## config.mk

```make
export PLATFORM = sky130hd
export DESIGN_NAME = pfm_phase_seq
export DESIGN_NICKNAME = d
export VERILOG_FILES = /design/src/rtl/pfm_seq_pkg.sv /design/src/rtl/pfm_seq_ctrl.sv /design/src/rtl/pfm_seq_dp.sv /design/src/rtl/pfm_phase_seq.sv
export SDC_FILE = /design/constraint.sdc
export NUM_CORES = 1
export LEC_CHECK = 0
export BUFFER_PORTS_ARGS = -buffer_cell sky130_fd_sc_hd__buf_2
export CAP_MARGIN = 20
export CORE_ASPECT_RATIO = 0.8
export CORE_MARGIN = 2
export CORE_UTILIZATION = 62
export CTS_BUF_LIST = sky130_fd_sc_hd__clkbuf_8
export DETAILED_ROUTE_END_ITERATION = 8
export GPL_ROUTABILITY_DRIVEN = 0
export HOLD_SLACK_MARGIN = 0.05
export PLACE_DENSITY = 0.87
export SETUP_SLACK_MARGIN = 0.2
export SYNTH_ARGS = -nofsm -noshare
export SYNTH_HDL_FRONTEND = slang
export SYNTH_SLANG_ARGS = --single-unit
```

## constraint.sdc

```tcl
create_clock -name clk -period 3.6 [get_ports clk]
set_input_delay 0.18 -clock clk [delete_from_list [all_inputs] [get_ports clk]]
set_output_delay 0.18 -clock clk [all_outputs]
set_load 0.01 [all_outputs]
```

## src/rtl/pfm_seq_pkg.sv

```systemverilog
package pfm_seq_pkg;

  typedef enum logic [1:0] {
    PH_IDLE = 2'b00,
    PH_HIGH = 2'b10,
    PH_LOW  = 2'b11
  } phase_e;

  typedef struct packed {
    logic idlePhase;
    logic hsPhase;
    logic lsPhase;
  } seqStb_t;

endpackage

```

## src/rtl/pfm_seq_ctrl.sv

```systemverilog
module pfm_seq_ctrl
  import pfm_seq_pkg::*;
#(
  parameter int TMO_W = 16
) (
  input  logic             clk,
  input  logic             rstN,
  input  logic             cmpIn,
  input  logic [TMO_W-1:0] tmoCfg,
  output phase_e           phase,
  output seqStb_t          stb,
  output logic             fault
);

  logic [2:0]       syncQ;
  logic             cmpRise;
  logic             tmoHit;
  logic [TMO_W-1:0] phaseCnt;
  phase_e           phaseNxt;

  // two synchroniser stages plus one history stage for edge detection
  always_ff @(posedge clk or negedge rstN) begin
    if (!rstN) syncQ <= '0;
    else       syncQ <= {syncQ[1:0], cmpIn};
  end

  assign cmpRise = syncQ[1] & ~syncQ[2];
  assign tmoHit  = (phase != PH_IDLE) && (tmoCfg != '0) &&
                   (phaseCnt == tmoCfg - TMO_W'(1));

  always_comb begin
    phaseNxt = phase;
    unique case (phase)
      PH_IDLE: if (cmpRise) phaseNxt = PH_HIGH;
      PH_HIGH: begin
        if (cmpRise)     phaseNxt = PH_LOW;
        else if (tmoHit) phaseNxt = PH_IDLE;
      end
      PH_LOW:  if (cmpRise || tmoHit) phaseNxt = PH_IDLE;
      default: phaseNxt = PH_IDLE;
    endcase
  end

  always_ff @(posedge clk or negedge rstN) begin
    if (!rstN) begin
      phase    <= PH_IDLE;
      phaseCnt <= '0;
      fault    <= 1'b0;
    end else begin
      phase <= phaseNxt;
      if (phaseNxt != phase || phase == PH_IDLE) phaseCnt <= '0;
      else                                       phaseCnt <= phaseCnt + TMO_W'(1);
      if (tmoHit && !cmpRise)               fault <= 1'b1;
      else if (phase == PH_IDLE && cmpRise) fault <= 1'b0;
    end
  end

  always_comb begin
    stb.idlePhase = (phase == PH_IDLE);
    stb.hsPhase   = (phase == PH_HIGH);
    stb.lsPhase   = (phase == PH_LOW);
  end

endmodule

```

## src/rtl/pfm_seq_dp.sv

```systemverilog
module pfm_seq_dp
  import pfm_seq_pkg::*;
#(
  parameter int TRIM_W = 4,
  parameter int DEAD_W = 4
) (
  input  logic              clk,
  input  logic              rstN,
  input  seqStb_t           stb,
  input  logic [DEAD_W-1:0] deadCfg,
  input  logic [TRIM_W-1:0] trimIn,
  input  logic              trimLoad,
  output logic [2:0]        sel,
  output logic              hsEn,
  output logic              lsEn,
  output logic [TRIM_W-1:0] trimCode
);

  logic [DEAD_W-1:0] deadCnt;
  logic [DEAD_W-1:0] deadLoad;
  logic              gapDone;

  assign deadLoad = (deadCfg == '0) ? DEAD_W'(1) : deadCfg;
  assign gapDone  = (deadCnt <= DEAD_W'(1));
  assign sel      = {stb.lsPhase, stb.hsPhase, stb.idlePhase};

  always_ff @(posedge clk or negedge rstN) begin
    if (!rstN) begin
      hsEn    <= 1'b0;
      lsEn    <= 1'b0;
      deadCnt <= '0;
    end else if (hsEn && !stb.hsPhase) begin
      hsEn    <= 1'b0;
      deadCnt <= deadLoad;
    end else if (lsEn && !stb.lsPhase) begin
      lsEn    <= 1'b0;
      deadCnt <= deadLoad;
    end else begin
      if (deadCnt != '0) deadCnt <= deadCnt - DEAD_W'(1);
      if (stb.hsPhase && !hsEn && !lsEn && gapDone) hsEn <= 1'b1;
      if (stb.lsPhase && !lsEn && !hsEn && gapDone) lsEn <= 1'b1;
    end
  end

  always_ff @(posedge clk or negedge rstN) begin
    if (!rstN)                            trimCode <= '0;
    else if (trimLoad && stb.idlePhase)   trimCode <= trimIn;
  end

endmodule

```

## src/rtl/pfm_phase_seq.sv

```systemverilog
module pfm_phase_seq
  import pfm_seq_pkg::*;
#(
  parameter int TRIM_W = 4,
  parameter int DEAD_W = 4,
  parameter int TMO_W  = 16
) (
  input  logic              clk,
  input  logic              rstN,
  input  logic              cmpDecision,
  input  logic [DEAD_W-1:0] deadCfg,
  input  logic [TMO_W-1:0]  tmoCfg,
  input  logic [TRIM_W-1:0] trimIn,
  input  logic              trimLoad,
  output logic [1:0]        phaseAB,
  output logic [2:0]        sel,
  output logic              hsEn,
  output logic              lsEn,
  output logic [TRIM_W-1:0] trimCode,
  output logic              fault
);

  phase_e  phase;
  seqStb_t stb;

  pfm_seq_ctrl #(.TMO_W(TMO_W)) u_ctrl (
    .clk    (clk),
    .rstN   (rstN),
    .cmpIn  (cmpDecision),
    .tmoCfg (tmoCfg),
    .phase  (phase),
    .stb    (stb),
    .fault  (fault)
  );

  pfm_seq_dp #(.TRIM_W(TRIM_W), .DEAD_W(DEAD_W)) u_dp (
    .clk      (clk),
    .rstN     (rstN),
    .stb      (stb),
    .deadCfg  (deadCfg),
    .trimIn   (trimIn),
    .trimLoad (trimLoad),
    .sel      (sel),
    .hsEn     (hsEn),
    .lsEn     (lsEn),
    .trimCode (trimCode)
  );

  assign phaseAB = phase;

endmodule

```

After elaboration in Yosys (flattened, before gate mapping)
Index checks and enable logic that the tools add are counted.
Word-level totals
  register bits: 32
  word-level logic and storage cells: 68
  output and inout bits: 12
  input port bits: 28
Operators by class
  eq/ne operators: 5
  bitwise gates (word level): 3
  multiplexer cells: 17
  add/sub/neg operators: 3
  reductions and logical operators: 31
  magnitude comparators: 1
Operators by type and width (count)
  $add A16 B1 Y16 const B: 1
  $eq A16 B16 Y1: 1
  $mux W16: 1
  $mux W4: 4
  $reduce_bool A16 Y1: 1
  $sub A16 B1 Y16 const B: 1
  $logic_and A1 B1 Y1: 13
  $mux W2: 4
  $reduce_bool A2 Y1: 4
  $mux W1: 7
  $pmux W2 S3: 1
  $logic_not A1 Y1: 5
  $eq A2 B2 Y1 const B: 2
  $le A4 B1 Y1 const B: 1
  $logic_not A4 Y1: 1
  $reduce_and A2 Y1: 2
  $reduce_bool A4 Y1: 1
  $sub A4 B1 Y4 const B: 1
  $reduce_bool A3 Y1: 1
  $logic_not A2 Y1: 1
  $logic_or A1 B1 Y1: 2
  $ne A2 B1 Y1 const B: 1
  $ne A2 B2 Y1: 1
  $not A1 Y1: 2
  $and A1 B1 Y1: 1

Depth between registers and ports, before layout
  depth in word-level cells: 9
  gate-level depth with buffers: 12
  depth with buffers taken out: 9

Modules after synthesis
A second synthesis with hierarchy kept.
Second synthesis, totals
  cells, all modules: 219
  area total of the unflattened synthesis: 2140.8 µm²
Modules (own cells, without submodules)
  pfm_seq_ctrl: instances 1, seq. area each 550.5 µm², area each 1611.5 µm², cells an instance 173
  pfm_seq_dp: instances 1, seq. area each 250.2 µm², area each 529.3 µm², cells an instance 46

Worst setup path after synthesis
OpenSTA, ideal clock, no wires.
  path type: input port to flip-flop
  start: input tmoCfg[2]
  end: register u_ctrl.phaseCnt[6]
  slack: 1164 ps
  buffers on the path: 2
  arrival: 2298 ps
  setup time: 138 ps
  cell stages on the path: 9
  data required time: 3462 ps
  path through: clkbuf_2 > nor4_1 > nand4_1 > xnor2_1 > a2111oi_4 > nand4_2 > nor4_4 > buf_6 > nor3_1
Between the ends
  word-level cells in the longest chain between the ends: 9
  elaborated cells on any way between the ends: 13
Ends and longest elaborated chain
  start, declared: RTL line pfm_phase_seq.sv:12  | input logic [TMO_W-1:0] tmoCfg,
  $sub A16 B1 Y16 / $reduce_bool A16 Y1 (equally long branches): RTL line pfm_seq_ctrl.sv:29, pfm_seq_ctrl.sv:28
  $eq A16 B16 Y1 / $logic_and A1 B1 Y1 (equally long branches): RTL line pfm_seq_ctrl.sv:29, pfm_seq_ctrl.sv:28
  $logic_and A1 B1 Y1 *: RTL line pfm_seq_ctrl.sv:28  | assign tmoHit = (phase != PH_IDLE) && (tmoCfg != '0) &&
  $mux W2 / $logic_or A1 B1 Y1 (equally long branches): RTL line pfm_seq_ctrl.sv:37, pfm_seq_ctrl.sv:39
  $mux W2, on equally long branches: RTL line pfm_seq_ctrl.sv:36, pfm_seq_ctrl.sv:39
  $pmux W2 S3 *: RTL line pfm_seq_ctrl.sv:33  | unique case (phase)
  $ne A2 B2 Y1 *: RTL line pfm_seq_ctrl.sv:51  | if (phaseNxt != phase || phase == PH_IDLE) phaseCnt <= '0;
  $logic_or A1 B1 Y1 *: RTL line pfm_seq_ctrl.sv:51
  $mux W16 *: RTL line pfm_seq_ctrl.sv:51
  end signal, assigned: RTL line pfm_seq_ctrl.sv:52  | else phaseCnt <= phaseCnt + TMO_W'(1);
  end, declared: RTL line pfm_seq_ctrl.sv:18  | logic [TMO_W-1:0] phaseCnt;
Every way passes the cells marked *; elsewhere a longest branch is shown, timed or not.
A chain may end at the register's enable or synchronous reset.

Worst setup path after layout
  start: input tmoCfg[0]
  end: register u_ctrl.phaseCnt[2]
The elaborated chain is that of the path after synthesis.

==> results.md <==
- Ys async rst share: 100%
- Via count: 1893
- Worst Tran Pin Value: 0.710 ns
- Crit path DAT: 2.55 ns
- Setup TNS: 0 ns
- Syn Inst Count: 235
- Initial DRT Pass Iterations: 4
- CTS tree: yes
- Hold Crit Class: input pin to register
- Slowest CP cell: ha_1
- Seq cells post-synth: 32
- Synth cell types: 51
- Mapped Nets: 269
- Final Hold Viols: 0
- Post-synth EDFFs: 0
- Post-Synth XOR/XNOR Area: 14.1%
- Largest family of logic cells by synthesized area: simple AND/OR/NAND/NOR gates
- Hpwl dp: 3750 microns
- Area after DPL: 0.00243 sq mm
- Crit. End Element: register
- Crit path kind: input pin to register
- Cell Area, Synth: 0.00224 sq mm
- Crit share post-route: 67.3%
- Clock sinks: 32
- Routed wire length: 4930 microns
- Compound-cell area share of the yosys netlist: 11.0%
- Top Layer Used: met4
- Core area: 0.00345 sq mm
- Setup Skew: 0.00764 ns
- Grt total ovfl: 0
- Relative slew margins: 52.6%
- Seq/Total Area, Yosys: 35.8%
- Worst skew pair latency: 0.28 ns
- First-pass GRT wire length: 8210 microns
- CTS max path bufs: 2
- Met3 WL post-DR: 381 microns
- 1st-iter DRT viols: 151
- Cell row count: 19
- Die height: 57.7 microns
- DRT antenna net count: 0
- Die area: 0.00411 sq mm
- Leading cell type in the layout, fill and taps excluded: buf_2
- Number of global-route vias before repair: 1761
- N_diodes: 0
- Port buffer count: 39
- Mean routed wirelength per cell: 15.5 microns
- Design area: 0.00253 sq mm
- Worst Path Buf+Inv: 3
- Routed wl met2: 2320 microns
- Avg Cell Area, Syn: 9.53 sq um
- Highest-count cells in the layout ignoring fill and taps: buf_2 (39), dfrtp_1 (32), xnor2_1 (20)
- Vias per cell: 5.95
- Crit path time final: 2.42 ns
- Nets: 310
- Num CTS Buffers: 5
- Pin count of the biggest net entering global routing: 33
- Fill cells: 260
- Crit path max-delay family: simple AND/OR/NAND/NOR gates
- Simple-gate share of the synthesized area: 27.3%
- CTS root buf: clkbuf_8
- Worst-path clk slew: 0.07 ns
- Synth warn: 0
- Boundary pin count: 40
- Top fanout value on the critical path: 16
- Die X: 71.2 microns
- Layout cells sized above 1: 25.4%
- Dominant synthesized flop cell: dfrtp_1
- M1 WL: 2160 microns
- Initial antenna violation count: 0
- Initial Util: 64.9%
- CP peak stage delay: 0.34 ns
- CTS-repair resized insts: 0
- Mux cell area share after synthesis: 3.97%
- Crit path launch type: input pin
- Post-Synth Adder-Cell Area: 3.35%
- RSZ-0062 raised after global routing: false
- H-tree Lvls: 2
- Slew Viols, Final: 0
- Worst path required time: 3.72 ns
- PwrDens: 410 mW/mm^2
- GRT Overall Usage: 25.8%
- Fmax: 413 MHz
- P&R area growth vs syn: 13.1%
- Lkg Pwr: 1.10 nW
- DR DRC count: 0
- Max Cap Violations: 0
- Peak VDD IR: 391 uV
- Hold WS: 0.129 ns
- Worst path cell trace: buf_2 -> inv_1 -> ha_1 -> nor2b_1 -> nand4_1 -> o221ai_1 -> a2bb2oi_1 -> nand4_2 -> nor4_4 -> buf_4 -> nor3_1
- Status: finished clean
- Final Setup Violations: 0
kinds of logic after synthesis:
group | Yosys count
simple gates | 102
xor+xnor | 36
compound gates | 33
flops | 32
buf+inv | 18
mux | 8
fa+ha+maj | 6
synthesized netlist by cell type, types with 2 or more instances:
cell,instances,share of area [%]
a211oi_1,3,1.0
o21ai_0,11,2.5
o31ai_1,2,0.67
nand3b_1,2,0.67
nor2b_1,2,0.56
nand2_1,17,2.9
inv_1,9,1.5
nand4_1,6,1.7
clkbuf_1,3,0.50
nor3_4,2,1.5
nand3_1,11,2.5
and2_1,2,0.56
nor4_4,2,1.9
nor2_1,19,3.2
or3_1,2,0.56
nor3_1,14,3.1
nand2b_1,2,0.56
and3_1,2,0.56
mux2_2,7,3.5
a21o_2,2,0.78
dfrtp_1,32,36
nor3_2,5,2.2
a21oi_1,5,1.1
ha_1,6,3.4
nor4_1,5,1.4
xor2_1,16,6.3
xnor2_1,20,7.8
buf_6,3,1.5
repair_timing:
item | 4_1_cts | 5_1_grt
hold buffers | 2 | 0
hold endpoints to repair | 33 | 0
setup buffers | 0 | 0
flip-flops by register name, indices dropped and copies added (netlist names):
| name | cells |
|---|---|
| u_dp.lsEn | 1 |
| u_ctrl.syncQ | 3 |
| u_ctrl.fault | 1 |
| u_dp.trimCode | 4 |
| u_ctrl.phaseCnt | 16 |
| u_ctrl.phase | 2 |
| u_dp.hsEn | 1 |
| u_dp.deadCnt | 4 |
worst reg2reg max path, cell delays in order, from the launching register on:
cell and delay [ns]:
dfrtp_1 0.51, nor2_1 0.10, o21ai_0 0.09, a21oi_1 0.08, or4_2 0.70, nand4_2 0.15
nor4_4 0.06, buf_4 0.20, nor4b_1 0.35
cell type report:
| type | count | area, sq um | area share (%) |
|---|---|---|---|
| sequential | 32 | 801 | 31.6 |
| clock inverter | 2 | 8.76 | 0.346 |
| inverter | 9 | 33.8 | 1.33 |
| tap | 42 | 52.6 | 2.08 |
| multi-input combinational | 185 | 1340 | 52.8 |
| timing repair buffer | 43 | 230 | 9.10 |
| clock buffer | 5 | 68.8 | 2.72 |
stage by stage:
stage	setup WS, ns	utilization [%]	instances	power (mW)
global route	1.03	73.4	318	1.10
CTS	1.20	73.4	318	1.04
finish	1.18	73.4	318	1.04
floorplan	1.16	-	235	0.684
detailed placement	0.916	70.6	309	0.788
global placement	1.04	70.6	309	0.774
final timing paths:
| kind | start | endpoint | slack [ns] | cells after the start |
|---|---|---|---|---|
| setup / recovery | tmoCfg[0] | u_ctrl.phaseCnt[2] | 1.18 | 11 |
| hold / removal | deadCfg[2] | u_dp.deadCnt[2] | 0.13 | 3 |
| setup reg to reg | u_ctrl.phaseCnt[8] | u_ctrl.phaseCnt[0] | 1.24 | 8 |
| hold reg to reg | u_ctrl.syncQ[0] | u_ctrl.syncQ[1] | 0.36 | 0 |
| max in group asynchronous | rstN | u_ctrl.phaseCnt[5] | 2.65 | 2 |
| min in group asynchronous | rstN | u_ctrl.phaseCnt[13] | 0.49 | 2 |
per-layer routing:
layer / track usage (%) / vias up
li1: - / 918
met1: 36.7 / 888
met2: 40.5 / 77
met3: 5.04 / 10
met4: 7.82 / 0
met5: 0 / -
power by group:
group          switching, mW  total [mW]  internal, mW
Sequential            0.0515       0.466         0.415
Clock                  0.122       0.251         0.128
Combinational          0.171       0.320         0.149
Total                  0.345        1.04         0.692
Power figures use the tool's default switching activity.
